### src/rtl/amu_pkg.sv
package amu_pkg;

    // Register stages from operand capture to result: one per carry-save row
    // plus one for the resolving adder.
    function automatic int amu_latency(input int rows);
        return rows + 1;
    endfunction

    // Width of the full product-plus-addend result.
    function automatic int amu_res_width(input int n);
        return 2 * n;
    endfunction

endpackage

### src/rtl/amu_csa_row.sv
module amu_csa_row #(
    parameter int N = 8
) (
    input  logic [N-1:0] sum_i,
    input  logic [N-1:0] car_i,
    input  logic [N-1:0] mcand,
    input  logic         mbit,
    output logic [N-1:0] sum_o,
    output logic [N-1:0] car_o,
    output logic         bit_o
);
    logic [N-1:0] pp;
    logic [N-1:0] s_full;

    always_comb begin
        pp     = mcand & {N{mbit}};
        s_full = sum_i ^ car_i ^ pp;
        car_o  = (sum_i & car_i) | (sum_i & pp) | (car_i & pp);
        bit_o  = s_full[0];
        // The remaining sum drops one weight; the carries already sit one
        // weight up, so they line up with the shifted sum unchanged.
        sum_o  = {1'b0, s_full[N-1:1]};
    end
endmodule

### src/rtl/amu_cpa.sv
module amu_cpa #(
    parameter int N = 8
) (
    input  logic [N-1:0] sum_i,
    input  logic [N-1:0] car_i,
    output logic [N-1:0] hi_o
);
    // The residual value is below 2^N, so an N-bit sum is exact.
    always_comb begin
        hi_o = sum_i + car_i;
    end
endmodule

### src/rtl/arr_muladd.sv
module arr_muladd
    import amu_pkg::*;
#(
    parameter int N = 8
) (
    input  logic             clk,
    input  logic             rst,
    input  logic             in_vld,
    input  logic [N-1:0]     in_a,
    input  logic [N-1:0]     in_x,
    input  logic [N-1:0]     in_y,
    output logic             out_vld,
    output logic [2*N-1:0]   out_res
);
    localparam int ROWS = N;
    localparam int RW   = amu_res_width(N);

    typedef struct packed {
        logic         vld;
        logic [N-1:0] s;
        logic [N-1:0] c;
        logic [N-1:0] a;
        logic [N-1:0] x;
        logic [N-1:0] lo;
    } stage_t;

    typedef struct packed {
        logic          vld;
        logic [RW-1:0] val;
    } res_t;

    stage_t st_d [ROWS];
    stage_t st_q [ROWS];
    res_t   res_d;
    res_t   res_q;

    logic [N-1:0] row_s [ROWS];
    logic [N-1:0] row_c [ROWS];
    logic         row_b [ROWS];
    logic [N-1:0] hi_sum;

    genvar k;
    generate
        for (k = 0; k < ROWS; k++) begin : g_row
            if (k == 0) begin : g_top
                // Top row: addend occupies the otherwise-zero input.
                amu_csa_row #(.N(N)) u_row (
                    .sum_i (in_y),
                    .car_i ('0),
                    .mcand (in_a),
                    .mbit  (in_x[0]),
                    .sum_o (row_s[k]),
                    .car_o (row_c[k]),
                    .bit_o (row_b[k])
                );
            end else begin : g_mid
                amu_csa_row #(.N(N)) u_row (
                    .sum_i (st_q[k-1].s),
                    .car_i (st_q[k-1].c),
                    .mcand (st_q[k-1].a),
                    .mbit  (st_q[k-1].x[k]),
                    .sum_o (row_s[k]),
                    .car_o (row_c[k]),
                    .bit_o (row_b[k])
                );
            end
        end
    endgenerate

    amu_cpa #(.N(N)) u_cpa (
        .sum_i (st_q[ROWS-1].s),
        .car_i (st_q[ROWS-1].c),
        .hi_o  (hi_sum)
    );

    always_comb begin
        for (int i = 0; i < ROWS; i++) begin
            if (i == 0) begin
                st_d[i].vld = rst ? 1'b0 : in_vld;
                st_d[i].a   = in_a;
                st_d[i].x   = in_x;
                st_d[i].lo  = '0;
            end else begin
                st_d[i].vld = rst ? 1'b0 : st_q[i-1].vld;
                st_d[i].a   = st_q[i-1].a;
                st_d[i].x   = st_q[i-1].x;
                st_d[i].lo  = st_q[i-1].lo;
            end
            st_d[i].s     = row_s[i];
            st_d[i].c     = row_c[i];
            st_d[i].lo[i] = row_b[i];
        end

        if (rst) begin
            res_d.vld = 1'b0;
            res_d.val = '0;
        end else begin
            res_d.vld = st_q[ROWS-1].vld;
            res_d.val = st_q[ROWS-1].vld ? {hi_sum, st_q[ROWS-1].lo} : res_q.val;
        end
    end

    always_ff @(posedge clk) begin
        for (int i = 0; i < ROWS; i++) begin
            st_q[i] <= st_d[i];
        end
        res_q <= res_d;
    end

    assign out_vld = res_q.vld;
    assign out_res = res_q.val;

endmodule

### config.mk
export PLATFORM = sky130hd
export DESIGN_NAME = arr_muladd
export DESIGN_NICKNAME = d
export VERILOG_FILES = /design/src/rtl/amu_pkg.sv /design/src/rtl/amu_csa_row.sv /design/src/rtl/amu_cpa.sv /design/src/rtl/arr_muladd.sv
export SDC_FILE = /design/constraint.sdc
export NUM_CORES = 1
export LEC_CHECK = 0
export ABC_AREA = 1
export BUFFER_PORTS_ARGS = -buffer_cell sky130_fd_sc_hd__buf_2
export CAP_MARGIN = 20
export CORE_MARGIN = 2
export CORE_UTILIZATION = 59
export CTS_CLUSTER_DIAMETER = 40
export DETAILED_ROUTE_END_ITERATION = 8
export HOLD_SLACK_MARGIN = 0.12
export MAX_ROUTING_LAYER = met4
export PLACE_DENSITY = 0.77
export REMOVE_ABC_BUFFERS = 1
export SYNTH_ARGS = -nofsm -noshare
export SYNTH_HDL_FRONTEND = slang
export SYNTH_SLANG_ARGS = --single-unit
### constraint.sdc
create_clock -name clk -period 1.75 [get_ports clk]
set_input_delay 0.4375 -clock clk [delete_from_list [all_inputs] [get_ports clk]]
set_output_delay 0.4375 -clock clk [all_outputs]
set_load 0.02 [all_outputs]
==> summary.md <==
| Metric | Value |
|---|---|
| Status | `complete, no violations` |
| P_sw | `3810 uW` |
| Synth Instances | `approximately 740` |
| Critical path origin | `st_q[1][144]` |
| Synth Cell Area | `a little over 0.008 mm2` |
| Critical path cell sequence | `ha_1 -> fa_1 -> nand2_1 -> nand2_1 -> nand3b_1 -> nand2_1 -> nand2_1 -> nand3_1 -> nand2_1 -> inv_1` |
| Critical Path Stages | `10` |
| DP HPWL | `slightly below 7 mm` |
| FP Rows | `42` |
| Antenna viol nets, final | `0` |
| Max-cap violations | `0` |
| HP Start | `in_y[3]` |
| Area growth, synth to finish | `19.1%` |
| R2R Setup Slk | `140 ps` |
| Nets | `around 900` |
| Root Buffer | `clkbuf_16` |
| Tmin final | `1610 ps` |
| Crit path launch type | `register` |
| Worst Hold Class | `in2reg` |
| Final non-filler cell total | `between 1000 and 1500` |
| Worst-margin pin slew | `between 400 and 500 ps` |
| CP Data Required Time | `2160 ps` |
| Power density over the cells | `1570 mW/mm2` |
| Drt first-iter violations | `106` |
| Crit end category | `register` |
| Layout cells sized above 1 | `0.115` |
| Tcrit/Tclk final | `0.917` |
| Vias in the first global route | `~4600` |
| Initial antenna violation count | `0` |
| Io pins | `44` |
| Crit-path max cell delay | `a little over 400 ps` |
| Via count | `roughly 4400` |
| Clk pwr share | `0.391` |
| Final WL | `~11 mm` |
| Synth area leaders | `dfxtp_1 65%, fa_1 12%, inv_1 11%, nand2_1 4.9%, ha_1 3.4%` |
| Fill cells | `slightly below 900` |
| Critical path buffers and inverters | `1` |
| Hold Fails Final Rpt | `0` |
| Smallest hold slack | `138 ps` |
| CTS Buf Count | `28` |
| Total global routing track utilization | `0.164` |
| Pre-CTS WS | `approximately 170 ps` |
| Max FO, Critical Path | `2` |
| Core area | `0.0133 mm2` |
| Maximum vdd drop | `around 0.00092 V` |
| # diodes | `0` |
| Most common cell in the netlist | `dfxtp_1` |
| Clock Tree Buf Depth | `3` |
| First-pass GRT wire length | `around 19 mm` |
| Pin count of the biggest net entering global routing | `26` |
| Asr flop ratio synth | `0` |
| DRC | `0` |
| CTS tree | `yes` |
| Int Pwr | `~11000 uW` |
| Syn_area_per_cell | `roughly 11 um2` |
| Worst rel slew slack | `0.709` |
| Arr. time, crit path | `roughly 2000 ps` |
| Setup Skew | `between 15 and 20 ps` |
| Final setup fails | `0` |
| Clock transition at path regs | `60 ps` |
| Vias per inst | `~4.3` |
| R2r startpoint | `st_q[1][144]` |
| Routability Congestion | `between 0.7 and 0.8` |
| Highest clock rate | `slightly above 0.6 GHz` |
| H-tree depth | `1` |
| Starting Density | `0.611` |
| Die width | `approximately 120 um` |
| Top cell type's share of synthesized area | `0.650` |
| Synth Register Bits | `between 200 and 300` |
| Placed Instances | `~950` |
| CP delay by family, top | `adder cells` |
| Setup WS post-layout | `145 ps` |
| Total Negative Setup Slacks | `0 ps` |
| Die height | `122 um` |
| Most used cell, CP | `nand2_1` |
| Buffers on Ports | `43` |
| Worst setup endpoint | `out_res[14]` |
| Pre-antenna DRT Iters | `4` |
| Critical path class | `reg2reg` |
| RR Endpoint | `out_res[14]` |
| Most frequent cells after synthesis | `265 x dfxtp_1, 233 x inv_1, 106 x nand2_1` |
| Netlist cell types | `17` |
| RSZ-0062 raised after global routing | `no` |
| Slowest stage cell, crit path | `fa_1` |
| Sw Ratio | `0.250` |
| Leading area contributor after synthesis | `dfxtp_1` |
| Worst-Skew Late Latency | `530 ps` |
| Top FF cell, synth | `dfxtp_1` |
| Share of power burned in registers | `0.488` |
| Post-synth EDFFs | `0` |
| Die area | `approximately 0.015 mm2` |
| Gate power share | `0.122` |
| Leak | `around 0.0050 uW` |
| WL per Instance | `around 11 um` |
| Post-synthesis sequential area ratio | `0.650` |
| Yosys warns | `0` |
| Final Max Tran Viols | `0` |
| # clock sinks | `265` |
| Worst Reg-to-Reg Cells | `10` |
| Total global routing overflow | `0` |
sequential cells by signal, indices dropped and copies added (netlist names):
register and count:
out_vld 1, st_q 248, out_res 16
power groups by stage:
stage          registers, uW  logic, uW  clock network [uW]
2_1_floorplan           7470       1390                   0
3_3_place_gp            7520       1610                   0
3_5_place_dp            7560       1810                   0
4_1_cts                 7440       1910                6050
5_1_grt                 7530       2240                6320
6_report                7430       1860                5950
cell usage in the layout (no fill, tap or decap):
| master | n |
|---|---|
| nand2_1 | 106 |
| dlygate4sd3_1 | 20 |
| inv_6 | 4 |
| buf_2 | 43 |
| inv_1 | 233 |
| nor2_1 | 23 |
| buf_4 | 1 |
| clkbuf_8 | 3 |
| ha_1 | 22 |
| xnor2_1 | 1 |
| clkinvlp_4 | 2 |
| xor2_1 | 2 |
| clkinv_2 | 7 |
| o21ai_1 | 3 |
| dfxtp_1 | 265 |
| inv_2 | 1 |
| nand3_1 | 7 |
| or2_1 | 1 |
| clkinv_8 | 2 |
| fa_1 | 50 |
| clkbuf_16 | 28 |
| nand3b_1 | 1 |
| a21oi_1 | 13 |
| bufinv_16 | 3 |
| clkinv_4 | 3 |
metrics by stage:
stage          instance area, um2  power, uW  utilization
3_5_place_dp                 8540       9370        0.640
5_1_grt                      9720      16100        0.728
4_1_cts                      9720      15400        0.728
2_1_floorplan                8100       8860            -
6_report                     9720      15200        0.728
3_3_place_gp                 8540       9130        0.640
layout make-up:
class	instances	area [um2]	area share
clock buffer	31	742	0.0763
multi-input combinational	229	1920	0.197
clock inverter	21	234	0.0241
sequential	265	5310	0.546
timing repair buffer	64	423	0.0435
inverter	234	878	0.0904
tap	176	220	0.0227
cells by family after synthesis:
logic type,Yosys count,share of synthesized area
AOI/OAI and AO/OA,16,0.00981
xor gates and xnor gates,3,0.00322
adders and majority gates,72,0.156
buffers and inverters,248,0.115
DFF,265,0.650
and+or+nand+nor,138,0.0653
worst min-delay path by stage:
stage,to,slack [ps],depth (start not counted)
4_1_cts,st_q[0][34],120,2
6_report,st_q[0][34],140,2
3_3_place_gp,st_q[0][95],310,0
2_1_floorplan,st_q[0][120],310,0
3_5_place_dp,st_q[0][51],310,0
5_1_grt,st_q[0][34],130,2
what timing repair did:
action	in CTS	in global routing
endpoints found under the setup margin	0	0
endpoints found under the hold margin	20	0
hold buffers	20	0
gates resized for setup	0	0
buffers inserted	0	0
metal layers:
layer  track usage  vias up  wire length (um)
li1              -     2225                 -
met1         0.149     2022              3930
met2         0.331       93              6140
met3        0.0309       41               418
met4        0.0625        0               386
met5             -        -                 0
No activity file was read; power rests on OpenSTA's default activity.
